File: config.mk
export PLATFORM = sky130hd
export DESIGN_NAME = onecyc_core
export DESIGN_NICKNAME = d
export VERILOG_FILES = /design/src/rtl/onecyc_pkg.sv /design/src/rtl/onecyc_decode.sv /design/src/rtl/onecyc_alu.sv /design/src/rtl/onecyc_regfile.sv /design/src/rtl/onecyc_core.sv
export SDC_FILE = /design/constraint.sdc
export NUM_CORES = 2
export LEC_CHECK = 0
export BUFFER_PORTS_ARGS = -buffer_cell sky130_fd_sc_hd__buf_4
export CAP_MARGIN = 20
export CORE_UTILIZATION = 30
export CTS_BUF_LIST = sky130_fd_sc_hd__clkbuf_4
export DETAILED_ROUTE_END_ITERATION = 16
export HOLD_SLACK_MARGIN = 0.06
export PLACE_DENSITY = 0.46
export SYNTH_ARGS = -nofsm -noshare
export SYNTH_HDL_FRONTEND = slang
export SYNTH_SLANG_ARGS = --single-unit
File: constraint.sdc
create_clock -name clk -period 7.05 [get_ports clk]
set_input_delay 0.3525 -clock clk [delete_from_list [all_inputs] [get_ports clk]]
set_output_delay 0.3525 -clock clk [all_outputs]
set_load 0.02 [all_outputs]
File: src/rtl/onecyc_pkg.sv
package onecyc_pkg;

  localparam int WORD_W = 32;
  localparam int IMM_W  = 16;
  localparam int OPC_W  = 6;
  localparam int FN_W   = 6;

  typedef logic [OPC_W-1:0] opc_t;
  typedef logic [FN_W-1:0]  fn_t;

  localparam opc_t OPC_RTYPE = 6'h00;
  localparam opc_t OPC_ORI   = 6'h0D;
  localparam opc_t OPC_LW    = 6'h23;
  localparam opc_t OPC_SW    = 6'h2B;
  localparam opc_t OPC_BEQ   = 6'h04;

  localparam fn_t FN_ADD = 6'h20;
  localparam fn_t FN_SUB = 6'h22;
  localparam fn_t FN_AND = 6'h24;
  localparam fn_t FN_OR  = 6'h25;

  typedef enum logic [1:0] {
    ALU_ADD = 2'd0,
    ALU_SUB = 2'd1,
    ALU_AND = 2'd2,
    ALU_OR  = 2'd3
  } alu_op_e;

  typedef struct packed {
    logic    rf_we;       // write the register file
    logic    dst_is_rd;   // destination taken from rd instead of rt
    logic    src_imm;     // ALU operand B is the widened immediate
    logic    ext_signed;  // sign-extend the immediate
    alu_op_e alu_op;
    logic    mem_we;      // store
    logic    mem_to_reg;  // load result selects memory data
    logic    branch;      // equality branch
    logic    illegal;     // encoding not recognised
  } ctrl_t;

  function automatic logic [WORD_W-1:0] widen_imm(input logic [IMM_W-1:0] imm,
                                                   input logic            sgn);
    if (sgn) return {{(WORD_W-IMM_W){imm[IMM_W-1]}}, imm};
    return {{(WORD_W-IMM_W){1'b0}}, imm};
  endfunction

  function automatic logic [WORD_W-1:0] alu_eval(input alu_op_e           op,
                                                 input logic [WORD_W-1:0] a,
                                                 input logic [WORD_W-1:0] b);
    case (op)
      ALU_ADD: return a + b;
      ALU_SUB: return a - b;
      ALU_AND: return a & b;
      default: return a | b;
    endcase
  endfunction

  function automatic logic [WORD_W-1:0] branch_dest(input logic [WORD_W-1:0] seq_pc,
                                                    input logic [WORD_W-1:0] word_off);
    return seq_pc + {word_off[WORD_W-3:0], 2'b00};
  endfunction

endpackage

File: src/rtl/onecyc_decode.sv
module onecyc_decode
  import onecyc_pkg::*;
(
  input  opc_t  opcode,
  input  fn_t   funct,
  output ctrl_t ctl
);

  always_comb begin
    ctl = '0;
    case (opcode)
      OPC_RTYPE: begin
        ctl.dst_is_rd = 1'b1;
        case (funct)
          FN_ADD: begin ctl.rf_we = 1'b1; ctl.alu_op = ALU_ADD; end
          FN_SUB: begin ctl.rf_we = 1'b1; ctl.alu_op = ALU_SUB; end
          FN_AND: begin ctl.rf_we = 1'b1; ctl.alu_op = ALU_AND; end
          FN_OR:  begin ctl.rf_we = 1'b1; ctl.alu_op = ALU_OR;  end
          default: ctl.illegal = 1'b1;
        endcase
      end
      OPC_ORI: begin
        ctl.rf_we   = 1'b1;
        ctl.src_imm = 1'b1;
        ctl.alu_op  = ALU_OR;
      end
      OPC_LW: begin
        ctl.rf_we      = 1'b1;
        ctl.src_imm    = 1'b1;
        ctl.ext_signed = 1'b1;
        ctl.alu_op     = ALU_ADD;
        ctl.mem_to_reg = 1'b1;
      end
      OPC_SW: begin
        ctl.mem_we     = 1'b1;
        ctl.src_imm    = 1'b1;
        ctl.ext_signed = 1'b1;
        ctl.alu_op     = ALU_ADD;
      end
      OPC_BEQ: begin
        ctl.branch     = 1'b1;
        ctl.ext_signed = 1'b1;
        ctl.alu_op     = ALU_SUB;
      end
      default: ctl.illegal = 1'b1;
    endcase
  end

endmodule

File: src/rtl/onecyc_alu.sv
module onecyc_alu
  import onecyc_pkg::*;
#(
  parameter int W = WORD_W
) (
  input  alu_op_e      op,
  input  logic [W-1:0] a,
  input  logic [W-1:0] b,
  output logic [W-1:0] y,
  output logic         eq
);

  always_comb begin
    y  = alu_eval(op, a, b);
    eq = (a == b);
  end

endmodule

File: src/rtl/onecyc_regfile.sv
module onecyc_regfile #(
  parameter int NREGS = 32,
  parameter int W     = 32,
  parameter int NRD   = 2
) (
  input  logic                      clk,
  input  logic                      rst_n,
  input  logic [NRD-1:0][$clog2(NREGS)-1:0] rd_idx,
  output logic [NRD-1:0][W-1:0]     rd_data,
  input  logic                      wr_en,
  input  logic [$clog2(NREGS)-1:0]  wr_idx,
  input  logic [W-1:0]              wr_data
);

  localparam int IDX_W = $clog2(NREGS);

  logic [W-1:0] cells [NREGS];

  always_ff @(posedge clk) begin
    if (!rst_n) begin
      for (int i = 0; i < NREGS; i++) cells[i] <= '0;
    end else begin
      for (int i = 1; i < NREGS; i++) begin
        if (wr_en && (wr_idx == IDX_W'(i))) cells[i] <= wr_data;
      end
    end
  end

  genvar p;
  generate
    for (p = 0; p < NRD; p++) begin : g_rd
      assign rd_data[p] = (rd_idx[p] == '0) ? '0 : cells[rd_idx[p]];

      // the zero register reads zero on every port
      assert_zero_read_R8: assert property (@(posedge clk) disable iff (!rst_n)
        (rd_idx[p] == '0) |-> (rd_data[p] == '0));
    end
  endgenerate

endmodule

File: src/rtl/onecyc_core.sv
module onecyc_core
  import onecyc_pkg::*;
#(
  parameter logic [31:0] RESET_PC = 32'h0000_0000,
  parameter int          NREGS    = 32
) (
  input  logic        clk,
  input  logic        rst_n,
  output logic [31:0] imem_addr,
  input  logic [31:0] imem_data,
  output logic [31:0] dmem_addr,
  output logic [31:0] dmem_wdata,
  output logic        dmem_we,
  input  logic [31:0] dmem_rdata
);

  localparam int IDX_W = $clog2(NREGS);

  // program counter
  logic [WORD_W-1:0] pc_q, pc_next, pc_plus4, br_target;
  logic              take_branch;

  // instruction fields
  opc_t              f_op;
  fn_t               f_fn;
  logic [4:0]        f_rs, f_rt, f_rd;
  logic [IMM_W-1:0]  f_imm;

  ctrl_t             ctl;
  logic [WORD_W-1:0] imm_ext, rs_val, rt_val, alu_b, alu_y, wb_data;
  logic              operands_equal;
  logic [1:0][IDX_W-1:0]  rd_idx_w;
  logic [1:0][WORD_W-1:0] rd_data_w;
  logic [IDX_W-1:0]  wb_idx;
  logic              rf_wr_en;

  assign f_op  = imem_data[31:26];
  assign f_rs  = imem_data[25:21];
  assign f_rt  = imem_data[20:16];
  assign f_rd  = imem_data[15:11];
  assign f_fn  = imem_data[5:0];
  assign f_imm = imem_data[15:0];

  onecyc_decode u_dec (
    .opcode (f_op),
    .funct  (f_fn),
    .ctl    (ctl)
  );

  assign rd_idx_w = {f_rt[IDX_W-1:0], f_rs[IDX_W-1:0]};
  assign wb_idx   = ctl.dst_is_rd ? f_rd[IDX_W-1:0] : f_rt[IDX_W-1:0];
  assign rf_wr_en = ctl.rf_we;

  onecyc_regfile #(.NREGS(NREGS), .W(WORD_W), .NRD(2)) u_rf (
    .clk     (clk),
    .rst_n   (rst_n),
    .rd_idx  (rd_idx_w),
    .rd_data (rd_data_w),
    .wr_en   (rf_wr_en),
    .wr_idx  (wb_idx),
    .wr_data (wb_data)
  );

  assign rs_val  = rd_data_w[0];
  assign rt_val  = rd_data_w[1];
  assign imm_ext = widen_imm(f_imm, ctl.ext_signed);
  assign alu_b   = ctl.src_imm ? imm_ext : rt_val;

  onecyc_alu #(.W(WORD_W)) u_alu (
    .op (ctl.alu_op),
    .a  (rs_val),
    .b  (alu_b),
    .y  (alu_y),
    .eq (operands_equal)
  );

  assign wb_data    = ctl.mem_to_reg ? dmem_rdata : alu_y;
  assign dmem_addr  = alu_y;
  assign dmem_wdata = rt_val;
  assign dmem_we    = ctl.mem_we & rst_n;

  assign pc_plus4    = pc_q + 32'd4;
  assign br_target   = branch_dest(pc_plus4, imm_ext);
  assign take_branch = ctl.branch & operands_equal;
  assign pc_next     = take_branch ? br_target : pc_plus4;
  assign imem_addr   = pc_q;

  always_ff @(posedge clk) begin
    if (!rst_n) pc_q <= RESET_PC;
    else        pc_q <= pc_next;
  end

  // sequential step when no branch is taken
  assert_pc_step_R2: assert property (@(posedge clk) disable iff (!rst_n)
    !take_branch |=> (pc_q == $past(pc_plus4)));

  // a taken branch lands on the target in the very next cycle
  assert_branch_land_R7: assert property (@(posedge clk) disable iff (!rst_n)
    take_branch |=> (pc_q == $past(br_target)));

  // an unknown encoding strobes nothing
  assert_illegal_quiet_R9: assert property (@(posedge clk) disable iff (!rst_n)
    ctl.illegal |-> (!rf_wr_en && !dmem_we));

  // only the store opcode reaches the memory strobe
  assert_store_only_R6: assert property (@(posedge clk) disable iff (!rst_n)
    dmem_we |-> (f_op == OPC_SW));

  // the logical immediate carries no sign
  assert_ori_zext_R4: assert property (@(posedge clk) disable iff (!rst_n)
    (f_op == OPC_ORI) |-> (imm_ext[31:16] == 16'h0000));

  // memory and branch offsets carry their sign
  assert_offset_sext_R10: assert property (@(posedge clk) disable iff (!rst_n)
    ((f_op == OPC_LW || f_op == OPC_SW || f_op == OPC_BEQ) && f_imm[15])
      |-> (imm_ext[31:16] == 16'hFFFF));

endmodule

After elaboration in Yosys (flattened, before gate mapping)
Memories as Yosys holds them, arrays and structs flattened.
Cells that the tools add are included.
- reduce and logical (&&, ||, !) cells: 39
- multiplexer cells: 145
- add/subtract/negate cells: 4
- equal/unequal tests: 42
- bitwise logic cells: 35
- operator list (cell ; count):
    two-way mux 32 bit ; 38
    two-way mux 1 bit ; 102
    case mux 32 bit (3 select lines) ; 1
    equality test 5 bit, second input constant ; 16
    adder 32 bit ; 2
    equality test 5 x 4 -> 1 bit, second input constant ; 8
    equality test 6 bit, second input constant ; 6
    adder 32 x 3 -> 32 bit, second input constant ; 1
    bitwise AND 32 bit ; 1
    equality test 32 bit ; 1
    bitwise OR 32 bit ; 1
    subtractor 32 bit ; 1
    logical AND 1 bit ; 31
    bitwise OR 1 bit ; 31
    equality test 5 x 3 -> 1 bit, second input constant ; 4
    case mux 2 bit (3 select lines) ; 2
    equality test 5 x 2 -> 1 bit, second input constant ; 2
    zero test 5 bit ; 2
    equality test 6 x 3 -> 1 bit, second input constant ; 1
    equality test 6 x 4 -> 1 bit, second input constant ; 1
    zero test 6 bit ; 1
    OR reduction 3 bit ; 2
    equality test 5 x 1 -> 1 bit, second input constant ; 1
    two-way mux 5 bit ; 1
    7 further kinds ; 8
- output and inout port bits: 97
- memories: 1
- register bits: 32
- input port bits: 66
- word-level logic and storage cells: 267
- RAM bits: 1024
- memory list (name ; words ; width ; read ports ; clocked after Yosys merged registers in ; write ports ; RTL line ; source):
    u_rf.cells ; 32 ; 32 ; 2 ; 0 ; 32 ; onecyc_regfile.sv:17 ; logic [W-1:0] cells [NREGS];

Longest topological paths before layout
- word-level depth: 10
- mapped depth: 24
- gate-level depth less buffers: 18

Hierarchy
From an unflattened synthesis, not the netlist that was laid out.
- cells, all modules: 4315
- area, all modules: 58140.8 µm²
- by module, submodules not included (module ; area each (µm²) ; cells an instance ; instances):
    onecyc_regfile ; 48959.5 ; 3043 ; 1
    onecyc_alu ; 5018.6 ; 741 ; 1
    onecyc_core ; 3952.5 ; 499 ; 1
    onecyc_decode ; 210.2 ; 32 ; 1

Least setup slack after synthesis
Ideal clock, no wire load.
- kind: in2reg
- from: input port imem_data[21]
- to: memory u_rf.cells[18][14] (data pin)
- setup slack: 0.846 ns
- arrival time: 5.941 ns
- buffers on the path: 4
- library setup time: 0.263 ns
- stages on the path: 19
- cells stage by stage: clkbuf_1 buf_1 buf_1 mux4_2 mux4_2 mux2i_1 inv_1 ha_1 fa_1 nor2b_1 o211ai_2 a31oi_2 a211oi_2 a221o_1 o21ai_0 o21ai_0 mux2i_2 buf_2 nor2_1
- RTL lines (element ; RTL line ; source):
    start, declared ; onecyc_core.sv:10 ; input logic [31:0] imem_data,
    end, declared ; onecyc_regfile.sv:17 ;

==> results.json <==
{
  "nNetsFinal": 4759,
  "crit-reg2reg-launch": "u_rf.cells[17][0]",
  "routedWlPerCell_um": 31.8,
  "via_per_inst": 5.67,
  "fmax_ghz": 0.147,
  "drv_cap": 0,
  "dpl.hpwl_um": 150000,
  "first_global_vias": 41400,
  "start_util_pct": 30.1,
  "grt_max_degree": 57,
  "htreeDepth": 5,
  "ant_nets": 0,
  "finClkSkew_ns": 0.101,
  "clk-insertion-delay-late_ns": 1.33,
  "grt_pass1_wl_um": 322000,
  "critPathArrivalTime_ns": 6.45,
  "seq_power_share_pct": 37.9,
  "dieArea_mm2": 0.195,
  "crit_chain": "mux4_2 -> mux4_2 -> mux2i_2 -> buf_4 -> o21a_1 -> ha_1 -> nor2_1 -> o21ai_1 -> a2111oi_2 -> buf_4 -> o21ai_1 -> a311oi_2 -> buf_4 -> a41oi_1 -> xnor2_1 -> o221ai_1 -> buf_4 -> a21boi_1 -> buf_4",
  "design_power_total_mw": 21.4,
  "path_delay_family": "compound AO/OA/AOI/OAI gates",
  "dpl.cell_count": 6723,
  "p_sw_share_pct": 37.1,
  "power_leakage_nw": 25.1,
  "power.density_mw_per_mm2": 315,
  "seq_area_frac_synth_pct": 52.4,
  "ir_drop_uv": 159,
  "drt_first_pass_iters": 6,
  "fillerInstances": 18700,
  "port_buffers": 160,
  "die_x_um": 442,
  "path_max_fanout": 4,
  "drc_errors": 0,
  "min_path_type": "in2reg",
  "setup_viol": 0,
  "num_vias": 41400,
  "gr-usage-all-layers_pct": 23.4,
  "min-delay-start": "dmem_rdata[25]",
  "period_needed_ns": 6.81,
  "row_count": 161,
  "cpMostUsedCell": "buf_4",
  "synth-edff-count": 992,
  "clock_power_share_pct": 25.3,
  "io_pins": 163,
  "cts_tree": "yes",
  "worst_path_max_delay_cell": "mux4_2",
  "finalInstanceArea_mm2": 0.0680,
  "coreArea_mm2": 0.192,
  "ys_ff_latch": 1022,
  "yosys_most_used_dff": "edfxtp_1",
  "p_switching_mw": 7.95,
  "relSlewSlack_pct": 20.6,
  "clk_path_buf_depth": 4,
  "die_h_um": 442,
  "cts_buffers": 296,
  "first_iter_violations": 4730,
  "clk_pin_slew_ns": 0.07,
  "cp-start-kind": "flop",
  "gr-total-overflow": 0,
  "critPathBufInv": 5,
  "worstSetupStartpoint": "u_rf.cells[27][8]",
  "worst_pin_slew_ns": 1.19,
  "root_buffer": "clkbuf_4",
  "crit_type": "reg2out",
  "ys_warn_count": 0,
  "slew_viol_final": 0,
  "clock_sinks": 1022,
  "comb_power_share_pct": 36.8,
  "hold_viol": 0,
  "synthCells": 4099,
  "status": "complete, no violations",
  "async_reset_ff_share_pct": 0,
  "worstPathRequired_ns": 6.70,
  "yosys.cell_types.count": 104,
  "layout-drive-gt1-share_pct": 34.2,
  "p_int_mw": 13.5,
  "tns_ns": 0,
  "fin_crit_sh_pct": 96.6,
  "place_congestion": 0.891,
  "avgSynthCellArea_um2": 14.1,
  "final_cells": 7290,
  "endpoint_kind": "output pin",
  "postPlaceCellArea_mm2": 0.0638,
  "syn_to_final_growth_pct": 17.2,
  "netlist_area_mm2": 0.0580,
  "antenna_found_initial": 9,
  "max_stage_delay_ns": 0.62,
  "routed_wl_um": 232000
}
==> flip-flops by register name, indices dropped and copies added (netlist names) <==
| name | flops |
|---|---|
| u_rf.cells | 992 |
| imem_addr | 30 |
==> through the flow <==
step | worst slack (ns) | hold WS [ns] | utilization, %
3_5_place_dp | 0.263 | 0.587 | 33.2
4_1_cts | 0.0593 | 0.0664 | 35.3
3_3_place_gp | 0.370 | 0.592 | 33.1
6_report | 0.243 | 0.200 | 35.3
2_1_floorplan | 0.846 | 0.627 | -
5_1_grt | -0.0119 | 0.123 | 35.3
==> power groups by stage <==
stage	registers, mW	clock network (mW)	logic [mW]
floorplan	8.11	0	4.31
global placement	8.20	0	7.72
detailed placement	8.23	0	7.71
CTS	8.11	5.54	7.78
global route	8.20	5.84	8.22
finish	8.11	5.41	7.87
==> logic make-up after synthesis <==
| logic type | Yosys count | synth area share [%] |
|---|---|---|
| other | 1 | 0.00647 |
| adder cells (fa/ha/maj) | 128 | 2.80 |
| AND/OR/NAND/NOR | 1109 | 8.11 |
| multiplexers | 728 | 25.3 |
| flip-flops | 1022 | 52.4 |
| AO/OA/AOI/OAI | 568 | 6.84 |
| XOR/XNOR | 83 | 1.28 |
| buffers and inverters | 460 | 3.30 |
==> final cells by class <==
class | instances | area (µm²) | share of cell area (%)
inverter | 140 | 527 | 0.775
timing repair buffer | 487 | 4330 | 6.37
clock inverter | 71 | 334 | 0.492
multi-input combinational | 2618 | 26100 | 38.4
clock buffer | 415 | 3120 | 4.58
antenna | 11 | 27.5 | 0.0405
sequential | 1022 | 30400 | 44.7
tap | 2526 | 3160 | 4.65
==> what timing repair did <==
item                                   in CTS  in global routing
hold buffers                               68                  0
gates resized for setup                     0                  4
setup endpoints to repair                   0                  2
endpoints found under the hold margin     894                  0
buffers inserted                            0                  2
==> worst min-delay path: stages <==
cell           delay [ns]
dlygate4sd3_1        0.52
buf_4                0.11
nor2_1               0.04
buf_4                0.18
nor3_1               0.17
==> path summary, 6_finish.rpt <==
check        slack (ns)            endpoint  depth (start not counted)
max                0.24       dmem_addr[29]                         19
min                0.20   u_rf.cells[6][25]                          5
max reg2reg        0.99  u_rf.cells[13][12]                         19
min reg2reg        0.60        imem_addr[2]                          1
==> cells in the final DEF (no fill, tap or decap), types with 62 or more instances in the layout <==
cell / count
a21oi_1: 182
buf_4: 377
clkbuf_4: 415
dlygate4sd3_1: 68
edfxtp_1: 992
ha_1: 125
inv_1: 138
mux2_2: 62
mux2i_1: 71
mux4_2: 576
nand2_1: 188
nor2_1: 642
o21ai_0: 76
==> metal layers <==
metal / part of all wire (%) / track usage (%) / up-vias
met3: 7.7 / 4.43 / 362
met1: 42 / 31.4 / 21900
met2: 47 / 37.6 / 1985
li1: - / - / 17100
met4: 3.6 / 8.51 / 2
met5: 0.0056 / 0 / -
==> synth_stat cells, drive strengths merged (30+ instances only) <==
library cell	instances	share of area [%]
a21oi	184	1.6
a22o	35	0.53
buf	148	1.3
clkbuf	172	1.1
dfxtp	30	1.0
edfxtp	992	51
ha	125	2.7
inv	139	0.90
mux2	62	1.2
mux2i	90	1.7
mux4	576	22
nand2	208	1.3
nand3	55	0.48
nor2	654	4.3
nor3	55	0.48
o21a	53	0.69
o21ai	103	0.94
xnor2	58	0.89
Power figures use the tool's default switching activity.
